<file path="src/rtl/pla_pkg.sv">
package pla_pkg;

    typedef enum logic [1:0] {
        MODE_FULL  = 2'b00,
        MODE_FIXOR = 2'b01,
        MODE_MINT  = 2'b10,
        MODE_ALT   = 2'b11
    } pla_mode_e;

endpackage

</file>
<file path="src/rtl/pla_cfg_chain.sv">
module pla_cfg_chain #(
    parameter int W = 352
) (
    input  logic         clk,
    input  logic         rst,
    input  logic         load,
    input  logic         sdi,
    output logic [W-1:0] cfg
);

    typedef struct packed {
        logic [W-1:0] bits;
    } chain_t;

    chain_t st_d, st_q;

    always_comb begin
        st_d = st_q;
        if (load) begin
            st_d.bits = {st_q.bits[W-2:0], sdi};
        end
    end

    always_ff @(posedge clk) begin
        if (rst) st_q <= '0;
        else     st_q <= st_d;
    end

    assign cfg = st_q.bits;


    shift_in_chk: assert property (@(posedge clk) disable iff (rst)
        load |=> (cfg[0] == $past(sdi)) && (cfg[W-1:1] == $past(cfg[W-2:0])));


    hold_cfg_chk: assert property (@(posedge clk) disable iff (rst)
        (!load && !$past(rst)) |=> $stable(cfg));

endmodule

</file>
<file path="src/rtl/pla_and_plane.sv">
module pla_and_plane #(
    parameter int N_IN   = 6,
    parameter int N_TERM = 6,
    localparam int AND_W = 2 * N_IN * N_TERM
) (
    input  logic [N_IN-1:0]   x,
    input  logic [AND_W-1:0]  lit_cfg,
    output logic [N_TERM-1:0] term
);

    for (genvar t = 0; t < N_TERM; t++) begin : g_term
        logic prod;
        always_comb begin
            prod = 1'b1;
            for (int i = 0; i < N_IN; i++) begin
                if (lit_cfg[2*(t*N_IN+i)]   && !x[i]) prod = 1'b0;
                if (lit_cfg[2*(t*N_IN+i)+1] &&  x[i]) prod = 1'b0;
            end
        end
        assign term[t] = prod;
    end

endmodule

</file>
<file path="src/rtl/pla_or_plane.sv">
module pla_or_plane
    import pla_pkg::*;
#(
    parameter int N_IN   = 6,
    parameter int N_TERM = 6,
    parameter int N_OUT  = 4,
    localparam int DEPTH = 1 << N_IN,
    localparam int OR_W  = N_OUT * N_TERM,
    localparam int ROM_W = N_OUT * DEPTH
) (
    input  pla_mode_e         mode,
    input  logic [N_IN-1:0]   x,
    input  logic [N_TERM-1:0] term,
    input  logic [OR_W-1:0]   sel_cfg,
    input  logic [ROM_W-1:0]  tbl_cfg,
    output logic [N_OUT-1:0]  y
);

    for (genvar o = 0; o < N_OUT; o++) begin : g_out
        logic [DEPTH-1:0] tbl_row;
        logic             sum;
        assign tbl_row = tbl_cfg[o*DEPTH +: DEPTH];
        always_comb begin
            sum = 1'b0;
            case (mode)
                MODE_FIXOR: begin
                    for (int t = 0; t < N_TERM; t++) begin
                        if ((t % N_OUT) == o) sum = sum | term[t];
                    end
                end
                MODE_MINT: sum = tbl_row[x];
                default: begin
                    for (int t = 0; t < N_TERM; t++) begin
                        sum = sum | (term[t] & sel_cfg[o*N_TERM+t]);
                    end
                end
            endcase
        end
        assign y[o] = sum;
    end

endmodule

</file>
<file path="src/rtl/pla_array.sv">
module pla_array
    import pla_pkg::*;
#(
    parameter int N_IN   = 6,
    parameter int N_TERM = 6,
    parameter int N_OUT  = 4
) (
    input  logic             clk,
    input  logic             rst,
    input  logic [1:0]       mode,
    input  logic [N_IN-1:0]  x,
    input  logic             cfg_load,
    input  logic             cfg_sdi,
    output logic [N_OUT-1:0] dout,
    output logic [N_OUT-1:0] dout_q
);

    localparam int DEPTH   = 1 << N_IN;
    localparam int AND_W   = 2 * N_IN * N_TERM;
    localparam int OR_W    = N_OUT * N_TERM;
    localparam int ROM_W   = N_OUT * DEPTH;
    localparam int OR_OFF  = AND_W;
    localparam int ROM_OFF = AND_W + OR_W;
    localparam int CFG_W   = AND_W + OR_W + ROM_W;

    typedef struct packed {
        logic [N_OUT-1:0] outs;
    } oreg_t;

    logic [CFG_W-1:0]  cfg;
    logic [N_TERM-1:0] term;
    logic [N_OUT-1:0]  y;
    oreg_t             st_d, st_q;

    pla_cfg_chain #(.W(CFG_W)) u_chain (
        .clk  (clk),
        .rst  (rst),
        .load (cfg_load),
        .sdi  (cfg_sdi),
        .cfg  (cfg)
    );

    pla_and_plane #(.N_IN(N_IN), .N_TERM(N_TERM)) u_and (
        .x       (x),
        .lit_cfg (cfg[AND_W-1:0]),
        .term    (term)
    );

    pla_or_plane #(.N_IN(N_IN), .N_TERM(N_TERM), .N_OUT(N_OUT)) u_or (
        .mode    (pla_mode_e'(mode)),
        .x       (x),
        .term    (term),
        .sel_cfg (cfg[OR_OFF +: OR_W]),
        .tbl_cfg (cfg[ROM_OFF +: ROM_W]),
        .y       (y)
    );

    assign dout = cfg_load ? '0 : y;

    always_comb begin
        st_d      = st_q;
        st_d.outs = dout;
    end

    always_ff @(posedge clk) begin
        if (rst) st_q <= '0;
        else     st_q <= st_d;
    end

    assign dout_q = st_q.outs;


    load_quiet_chk: assert property (@(posedge clk) disable iff (rst)
        cfg_load |-> (dout == '0));


    reg_follow_chk: assert property (@(posedge clk) disable iff (rst)
        !rst |=> (dout_q == $past(dout)));


    reset_clear_chk: assert property (@(posedge clk)
        rst |=> (dout_q == '0));

endmodule

</file>
<file path="config.mk">
export PLATFORM = sky130hd
export DESIGN_NAME = pla_array
export DESIGN_NICKNAME = d
export VERILOG_FILES = /design/src/rtl/pla_pkg.sv /design/src/rtl/pla_cfg_chain.sv /design/src/rtl/pla_and_plane.sv /design/src/rtl/pla_or_plane.sv /design/src/rtl/pla_array.sv
export SDC_FILE = /design/constraint.sdc
export NUM_CORES = 1
export LEC_CHECK = 0
export BUFFER_PORTS_ARGS = -buffer_cell sky130_fd_sc_hd__buf_2
export CAP_MARGIN = 10
export CORE_MARGIN = 2
export CORE_UTILIZATION = 30
export DETAILED_ROUTE_END_ITERATION = 16
export HOLD_SLACK_MARGIN = 0.06
export REMOVE_ABC_BUFFERS = 1
export SLEW_MARGIN = 5
export SYNTH_ARGS = -nofsm -noshare
export SYNTH_HDL_FRONTEND = slang
export SYNTH_SLANG_ARGS = --single-unit
</file>
<file path="constraint.sdc">
create_clock -name clk -period 5 [get_ports clk]
set_input_delay 1.5 -clock clk [delete_from_list [all_inputs] [get_ports clk]]
set_output_delay 1.5 -clock clk [all_outputs]
set_load 0.005 [all_outputs]
</file>
==> results.yml, run 1 <==
status:
  status: "finished with violations"
  failed_checks: "setup timing"
worst_setup_path:
  crit_path_end_kind: "output port"
  r2r-end: "dout_q[1]"
  reg2reg_slack_ns: 2.63
  crit_path_frequent_cell: "buf_12"
  cp_slowest_cell: "mux4_2"
  startpoint_type: "primary input"
  cpPeakStageDelay_ns: 0.50
  cp.required_ns: 3.50
  worst-path-buf-inv: 5
  critPathMaxFanout: 7
  worstPathArrival_ns: 3.65
  r2r_cells: 8
  critPathKind: "in2out"
  crit_family: "multiplexers"
  cp_cell_sequence: "buf_12 > buf_12 > buf_6 > mux4_2 > mux2_4 > o22ai_4 > nor4_4 > a2111oi_4 > buf_4 > nor3_2 > buf_2"
  r2r-start: "u_chain.cfg[207]"
timing:
  finClkSkew_ns: 0.0170
  slew_headroom_pct: 36.0
  period_share_pct: 103
  worstMarginPinSlew_ns: 0.960
  finalHoldViolCount: 0
  fmax_mhz: 194
  rsz0062_at_grt: "true"
  fin_tns_setup_ns: -0.286
  holdWs_ns: 0.504
  layout_min_cycle_time_ns: 5.15
  setup_violations: 4
  slew_viol_final: 0
  finalWorstSetupSlack_ns: -0.146
logic_synthesis:
  yosysUniqueCellTypes: 44
  syn_avg_cell_area_sq_um: 10.7
  synth_flop_cell: "dfxtp_1"
  synth_common_cells: "mux2i_1, dfxtp_1, nor2_1, clkbuf_1, mux4_2"
  synthTopCellsByArea: "dfxtp_1, mux2i_1, nor2_1"
  ys_seq_area_share_pct: 46.6
  synth_top_area_share_pct: 46.6
  yosysWarningCount: 0
  synth_cells: 1424
  synth.cell_area_sq_mm: 0.0153
  synth_edf_count: 0
  yosysMostFrequentCell: "mux2i_1"
  yosys.area.top_type: "dfxtp_1"
  ys_ff_latch: 356
  ys_async_sr_fraction_pct: 0
power:
  pwr-share-comb_pct: 6.8
  powerDensity_mw_per_mm2: 334
  seq_power_share_pct: 46.4
  switchingPower_uw: 1380
  vdd_ir_drop_max_v: 0.000174
  clock_power_share_pct: 46.9
  switching_share_pct: 22.5
  internal_power_uw: 4750
  leakage_uw: 0.00775
global_route:
  gr-usage-all-layers_pct: 12.5
  antenna_found_initial: 0
  grt_first_pass_wirelength_microns: 54500
  overflow: 0
  grt_pass1_vias: 10300
  grt_max_degree: 123
routing:
  vias: 10400
  wire_per_inst_microns: 15.1
  dr.pass1.iters: 4
  drt-total-wl_microns: 33000
  viasPerCell: 4.75
  drc: 0
  drtIter0Drc: 577
  ant_nets: 0
placement:
  port-buffer-count: 19
  place_congestion: 0.776
  placed_area_sq_mm: 0.0167
  hpwlAfterDp_microns: 20900
cells_and_area:
  utilization_pct: 36.4
  fin_area_sq_mm: 0.0183
  diodes: 0
  area_growth_pct: 19.8
  drive_gt1_share_pct: 18.5
  layout.nets: 1498
clock_network:
  cts_num_sinks: 356
  clk_pin_slew_ns: 0.05
  clk_latency_ns: 0.55
  clockRootBuffer: "clkbuf_16"
  cts_tree: "done"
  h-tree-depth: 2
  clk_path_buf_depth: 3
  cts_buffers: 40
min_path:
  min-delay-start: "u_chain.cfg[351]"
  holdPathEnd: "u_chain.cfg[351]"
  min_path_type: "reg2reg"
  min_path_cells: 2
floorplanning:
  num_io_pins: 20
  fp.dieH_microns: 230
  fp.dieW_microns: 230
  core_area_sq_mm: 0.0503
  dieArea_sq_mm: 0.0528
  initial_core_util_pct: 30.4
  rows: 82
flow_run:
  maxCapViolCount: 0
==> stage by stage <==
stage               total power, uW  setup WS (ns)  std cells
floorplan                      3020          0.261       1316
global placement               3280         -0.501       2099
detailed placement             3280         -0.550       2099
CTS                            6210         -0.117       2181
global route                   6340         -0.219       2182
finish                         6130         -0.146       2182
==> routing by layer <==
metal / part of all wire, % / track usage [%] / vias up / wire (microns)
li1: - / - / 5139 / -
met3: 3.9 / 2.96 / 52 / 1300
met5: 0 / 0 / - / 0
met4: 2.0 / 3.49 / 0 / 670
met1: 48 / 16.6 / 5041 / 16000
met2: 46 / 20.3 / 126 / 15100
==> power by group through the flow <==
stage	clock, uW	combinational [uW]	sequential, uW
after floorplan	0	116	2900
final	2870	414	2840
after global routing	3060	440	2840
after detailed placement	0	380	2900
after global placement	0	378	2900
after CTS	2960	412	2840
==> sequential cells by signal, indices dropped and copies added, names as in the netlist <==
signal / cells
dout_q: 4
u_chain.cfg: 352
==> cell type report <==
type / count / area (sq um)
inverters: 6 / 30.0
fillers: 4962 / 31900
multi-input cells: 954 / 7820
clock buffers: 60 / 1180
well taps: 672 / 841
clock inverters: 8 / 97.6
repair buffers: 126 / 1230
flip-flops and latches: 356 / 7130
==> worst max-delay path by stage <==
| stage | startpoint | end | slack (ns) | cells past startpoint |
|---|---|---|---|---|
| after global routing | x[0] | dout[1] | -0.22 | 11 |
| final | x[0] | dout[1] | -0.15 | 11 |
| after global placement | x[1] | dout[0] | -0.50 | 10 |
| after floorplan | x[0] | dout[1] | 0.26 | 6 |
| after CTS | x[0] | dout[1] | -0.12 | 11 |
| after detailed placement | x[1] | dout[0] | -0.55 | 10 |
==> placed cells by master (no fill, tap or decap), drive strengths merged, types with 3 or more instances in the layout <==
master	Yosys	routed
clkbuf	52	61
nand2b	3	3
and2	6	6
mux4	58	58
mux2i	402	402
inv	6	8
nand4	7	7
mux2	13	13
a22o	3	3
nor2	355	355
a2111oi	3	3
a22oi	8	8
nor2b	12	12
nand2	8	8
o21ai	4	4
nor4	8	8
and4	5	5
clkinv	0	4
dfxtp	356	356
nand3	12	12
a211oi	14	14
buf	56	124
a21oi	5	5
nor3	8	8
==> worst register-to-register path, delay by kind of cell (launching register included) <==
family | cells | cell delay, ns
muxes | 2 | 0.97
and+or+nand+nor | 2 | 0.21
AOI/OAI and AO/OA | 2 | 0.45
buffers and inverters | 2 | 0.27
DFF | 1 | 0.33
==> timing repair <==
item                       4_1_cts  5_1_grt
gates cloned                     2        0
pin swaps                       10        1
buffers inserted                13        1
setup endpoints to repair        4        4
resized for setup               49       11
hold buffers                     0        0
==> logic make-up (layout without fill, tap and decap cells) <==
family | count (synthesis) | in the layout | synth area share, %
flip-flops | 356 | 356 | 46.6
AO/OA/AOI/OAI | 49 | 49 | 2.45
adder cells (fa/ha/maj) | 2 | 2 | 0.164
AND/OR/NAND/NOR | 430 | 430 | 11.6
multiplexers | 473 | 473 | 36.0
buffers and inverters | 114 | 200 | 3.16
(Power assumes the default switching activity.)
==> run 2: changes to the inputs <==
--- a/config.mk
+++ b/config.mk
@@ -6,9 +6,9 @@
 export NUM_CORES = 1
 export LEC_CHECK = 0
 export BUFFER_PORTS_ARGS = -buffer_cell sky130_fd_sc_hd__buf_2
-export CAP_MARGIN = 10
+export CAP_MARGIN = 20
 export CORE_MARGIN = 2
-export CORE_UTILIZATION = 30
+export CORE_UTILIZATION = 35
 export DETAILED_ROUTE_END_ITERATION = 16
 export HOLD_SLACK_MARGIN = 0.06
 export REMOVE_ABC_BUFFERS = 1
==> results.yml, run 2 (same netlist as run 1, synthesis figures left out) <==
worst_setup_path:
  critPathKind: "in2out"
  startpoint_type: "primary input"
  cp.depth: 11
  cp.required_ns: 3.50
  worst-path-buf-inv: 5
  cp_slowest_cell: "mux4_2"
  r2r_cells: 7
  cpPeakStageDelay_ns: 0.50
  critPathMaxFanout: 5
  crit_path_frequent_cell: "buf_4"
  crit_family: "multiplexers"
  crit_path_end_kind: "output port"
  cp_cell_sequence: "buf_16 > buf_4 > buf_12 > mux4_2 > mux2_4 > o2bb2ai_4 > nor4_4 > a2111oi_2 > buf_4 > nor3_2 > buf_2"
  worstPathArrival_ns: 3.62
global_route:
  antenna_found_initial: 0
  grt_first_pass_wirelength_microns: 54200
  gr-usage-all-layers_pct: 14.8
  grt_pass1_vias: 10100
  grt_max_degree: 128
  overflow: 0
status:
  failed_checks: "setup timing"
  status: "finished with violations"
timing:
  finalHoldViolCount: 0
  rsz0062_at_grt: "true"
  fin_tns_setup_ns: -0.264
  layout_min_cycle_time_ns: 5.12
  setup_violations: 4
  finClkSkew_ns: 0.0206
  slew_viol_final: 0
  fmax_mhz: 195
  worstMarginPinSlew_ns: 1.04
  finalWorstSetupSlack_ns: -0.124
  slew_headroom_pct: 30.7
  period_share_pct: 102
placement:
  port-buffer-count: 19
  place_congestion: 0.776
  place_inst: 2016
  hpwlAfterDp_microns: 21700
floorplanning:
  num_io_pins: 20
  fp.dieW_microns: 213
  fp.dieH_microns: 213
  core_area_sq_mm: 0.0431
  dieArea_sq_mm: 0.0454
  rows: 76
  initial_core_util_pct: 35.5
min_path:
  min_path_cells: 2
  min_path_type: "reg2reg"
routing:
  ant_nets: 0
  drt-total-wl_microns: 33600
  vias: 10400
  wire_per_inst_microns: 15.9
  viasPerCell: 4.92
  drc: 0
  dr.pass1.iters: 5
  drtIter0Drc: 659
flow_run:
  maxCapViolCount: 0
power:
  switchingPower_uw: 1370
  switching_share_pct: 22.6
  clock_power_share_pct: 46.2
  powerDensity_mw_per_mm2: 331
  seq_power_share_pct: 46.7
  pwr-share-comb_pct: 7.1
  vdd_ir_drop_max_v: 0.000220
  leakage_uw: 0.00780
  internal_power_uw: 4710
clock_network:
  cts_buffers: 39
  clockRootBuffer: "clkbuf_16"
  clk_path_buf_depth: 3
  cts_num_sinks: 356
  cts_tree: "done"
  h-tree-depth: 2
  clk_latency_ns: 0.53
  clk_pin_slew_ns: 0.06
  ctsHoldBuffers: 0
cells_and_area:
  diodes: 0
  utilization_pct: 42.6
  largest_reg_flops: 352
  final_cells: 2106
  drive_gt1_share_pct: 19.7
  final_common_cell: "mux2i_1"
  layout.nets: 1505
  area_growth_pct: 20.0
  final_cell_mix: "mux2i_1, dfxtp_1, nor2_1"
  n_fill_cell: 4104
==> run 2: changes by cell type in the layout (fill, tap and decap cells not counted), sizes merged <==
cell / delta
clkinvlp: +2
buf: +8
inv: -2
clkinv: +6
clkbuf: -1
bufinv: -1
bufbuf: -1
==> run 2: layout make-up <==
cell class | instances | area [sq um] | share of cell area (%)
Clock buffer | 58 | 1170 | 6.37
Timing Repair Buffer | 134 | 1320 | 7.20
Inverter | 6 | 25.0 | 0.136
Tap cell | 585 | 732 | 3.99
Sequential cell | 356 | 7130 | 38.8
Clock inverter | 13 | 95.1 | 0.518
Multi-Input combinational cell | 954 | 7890 | 43.0
==> run 2: path summary, 6_finish.rpt <==
path                                        from               end  slack (ns)
worst min-delay path            u_chain.cfg[351]  u_chain.cfg[351]        0.51
worst min register to register  u_chain.cfg[351]  u_chain.cfg[351]        0.51
worst max-delay path                        x[1]           dout[0]       -0.12
worst max register to register  u_chain.cfg[171]         dout_q[1]        2.65
==> run 2: what timing repair did <==
action,in CTS,in global routing
buffers inserted,8,8
endpoints found under the setup margin,4,4
resized for setup,57,25
cloned,3,1
hold endpoints to repair,0,0
pin swaps,15,16
==> run 2: metal layers <==
metal	GRT usage [%]	up-vias	part of all wire, %
met5	0	-	0
met4	3.71	0	1.8
met3	2.75	41	3.3
met2	24.2	119	46
met1	20.2	5051	49
li1	-	5146	-
==> run 2: power by group through the flow <==
stage	sequential (uW)	combinational, uW	clock, uW
floorplan	2900	116	0
CTS	2840	418	2890
global placement	2900	378	0
global route	2840	457	3010
finish	2840	433	2810
detailed placement	2900	380	0
==> run 2: stage by stage <==
| step | cell area [sq um] | hold slack, ns | total power, uW | setup WS, ns |
|---|---|---|---|---|
| after floorplan | 14800 | 0.460 | 3020 | 0.261 |
| after global placement | 16500 | 0.490 | 3280 | -0.414 |
| after detailed placement | 16500 | 0.496 | 3280 | -0.429 |
| after CTS | 18100 | 0.511 | 6140 | -0.112 |
| after global routing | 18400 | 0.521 | 6300 | -0.184 |
| final | 18400 | 0.510 | 6080 | -0.124 |
==> run 2: worst reg2reg max path, stage by stage (launching register included) <==
cell       delay [ns]
dfxtp_1          0.33
mux4_2           0.48
mux4_2           0.48
and3_4           0.18
a31o_1           0.21
a2111oi_4        0.32
buf_4            0.17
nor4_1           0.04
==> run 3: changes to the inputs <==
--- a/config.mk
+++ b/config.mk
@@ -11,6 +11,7 @@
 export CORE_UTILIZATION = 35
 export DETAILED_ROUTE_END_ITERATION = 16
 export HOLD_SLACK_MARGIN = 0.06
+export RECOVER_POWER = 50
 export REMOVE_ABC_BUFFERS = 1
 export SLEW_MARGIN = 5
 export SYNTH_ARGS = -nofsm -noshare
==> results.yml, run 3 (same netlist as run 1, synthesis figures left out) <==
placement:
  port-buffer-count: 19
  place_congestion: 0.776
  hpwlAfterDp_microns: 21700
  place_inst: 2016
timing:
  rsz0062_at_grt: "true"
  finClkSkew_ns: 0.0213
  fin_tns_setup_ns: -0.268
  period_share_pct: 102
  finalHoldViolCount: 0
  fmax_mhz: 195
  slew_viol_final: 128
  slew_headroom_pct: -76.1
  worstMarginPinSlew_ns: 2.64
  layout_min_cycle_time_ns: 5.12
  finalWorstSetupSlack_ns: -0.123
  setup_violations: 4
  holdWs_ns: 0.511
clock_network:
  clk_path_buf_depth: 3
  cts_tree: "done"
  clk_pin_slew_ns: 0.05
  cts_num_sinks: 356
  clockRootBuffer: "clkbuf_16"
  cts_buffers: 39
  ctsHoldBuffers: 0
  h-tree-depth: 2
  clk_latency_ns: 0.53
worst_setup_path:
  startpoint: "x[1]"
  r2r_cells: 7
  cp_slowest_cell: "mux4_2"
  r2r-end: "dout_q[1]"
  cp-endpoint: "dout[0]"
  r2r-start: "u_chain.cfg[171]"
  reg2reg_slack_ns: 2.55
  critPathMaxFanout: 5
  critPathKind: "in2out"
  cp_cell_sequence: "buf_16 > buf_4 > buf_12 > mux4_2 > mux2_4 > o2bb2ai_4 > nor4_4 > a2111oi_2 > buf_4 > nor3_2 > buf_2"
  crit_path_frequent_cell: "buf_4"
  worstPathArrival_ns: 3.62
  cp.required_ns: 3.50
  crit_path_end_kind: "output port"
  cpPeakStageDelay_ns: 0.50
  startpoint_type: "primary input"
global_route:
  grt_first_pass_wirelength_microns: 54200
  grt_pass1_vias: 10100
  grt_max_degree: 128
  gr-usage-all-layers_pct: 14.8
  overflow: 0
  antenna_found_initial: 0
cells_and_area:
  largest_reg_flops: 352
  diodes: 0
  final_cells: 2106
  n_fill_cell: 4108
  layout.nets: 1505
  drive_gt1_share_pct: 19.3
  final_common_cell: "mux2i_1"
  final_cell_mix: "mux2i_1, dfxtp_1, nor2_1"
  utilization_pct: 42.5
  area_growth_pct: 19.8
status:
  status: "finished with violations"
  failed_checks: "capacitance limit, slew limit, setup timing"
power:
  vdd_ir_drop_max_v: 0.000220
  power_uw: 6080
  powerDensity_mw_per_mm2: 332
  leakage_uw: 0.00777
floorplanning:
  fp.dieW_microns: 213
  num_io_pins: 20
  dieArea_sq_mm: 0.0454
  fp.dieH_microns: 213
  core_area_sq_mm: 0.0431
  initial_core_util_pct: 35.5
  rows: 76
routing:
  drtIter0Drc: 629
  drc: 0
  drt-total-wl_microns: 33700
  ant_nets: 0
  viasPerCell: 4.92
  dr.pass1.iters: 4
  wire_per_inst_microns: 16.0
  vias: 10400
min_path:
  min_path_type: "reg2reg"
flow_run:
  maxCapViolCount: 1
==> run 3: cell count changes in the layout (fill, tap and decap cells not counted), sizes merged <==
cell and change:
buf -10, clkbuf +10
==> run 3: worst max-delay path: cells and delay by family <==
| kind | cells | cell delay [ns] |
|---|---|---|
| multiplexers | 2 | 0.80 |
| AND/OR/NAND/NOR | 2 | 0.12 |
| buffers and inverters | 5 | 0.71 |
| AO/OA/AOI/OAI | 2 | 0.49 |
==> run 3: per-layer routing <==
| layer | vias to the layer above | global-route usage (%) | share of wire (%) |
|---|---|---|---|
| met2 | 117 | 24.2 | 46 |
| li1 | 5143 | - | - |
| met5 | - | 0 | 0 |
| met4 | 0 | 3.71 | 1.8 |
| met3 | 41 | 2.75 | 3.2 |
| met1 | 5069 | 20.2 | 49 |
==> run 3: worst min path at each step <==
stage                          start  slack [ns]                to  depth (start not counted)
floorplan           u_chain.cfg[351]        0.46  u_chain.cfg[351]                          2
global placement    u_chain.cfg[274]        0.49  u_chain.cfg[275]                          2
detailed placement  u_chain.cfg[351]        0.50  u_chain.cfg[351]                          2
CTS                 u_chain.cfg[351]        0.51  u_chain.cfg[351]                          2
global route        u_chain.cfg[351]        0.52  u_chain.cfg[351]                          2
finish              u_chain.cfg[351]        0.51  u_chain.cfg[351]                          2
==> run 3: layout make-up <==
type | count | area, sq um | share of cell area (%)
Multi-Input combinational cell | 954 | 7890 | 43.1
Sequential cell | 356 | 7130 | 38.9
Timing Repair Buffer | 134 | 1280 | 7.01
Tap cell | 585 | 732 | 4.00
Inverter | 6 | 25.0 | 0.137
Clock inverter | 13 | 95.1 | 0.519
Clock buffer | 58 | 1170 | 6.39
==> run 3: power breakdown <==
part | switching [uW] | leakage (uW) | internal, uW
logic | 236 | 0.00427 | 194
clock network | 1140 | 0.000627 | 1670
registers | 1.50 | 0.00287 | 2840
total | 1380 | 0.00777 | 4700
==> run 3: repair_timing <==
item | 4_1_cts | 5_1_grt
endpoints found under the setup margin | 4 | 4
hold endpoints to repair | 0 | 0
cloned | 3 | 1
gates resized for setup | 57 | 25
setup buffers | 8 | 8
pin swaps | 15 | 16
==> run 3: stage by stage <==
stage	setup WS (ns)	cell area (sq um)
2_1_floorplan	0.261	14800
3_3_place_gp	-0.414	16500
3_5_place_dp	-0.429	16500
4_1_cts	-0.112	18100
5_1_grt	-0.184	18300
6_report	-0.123	18300
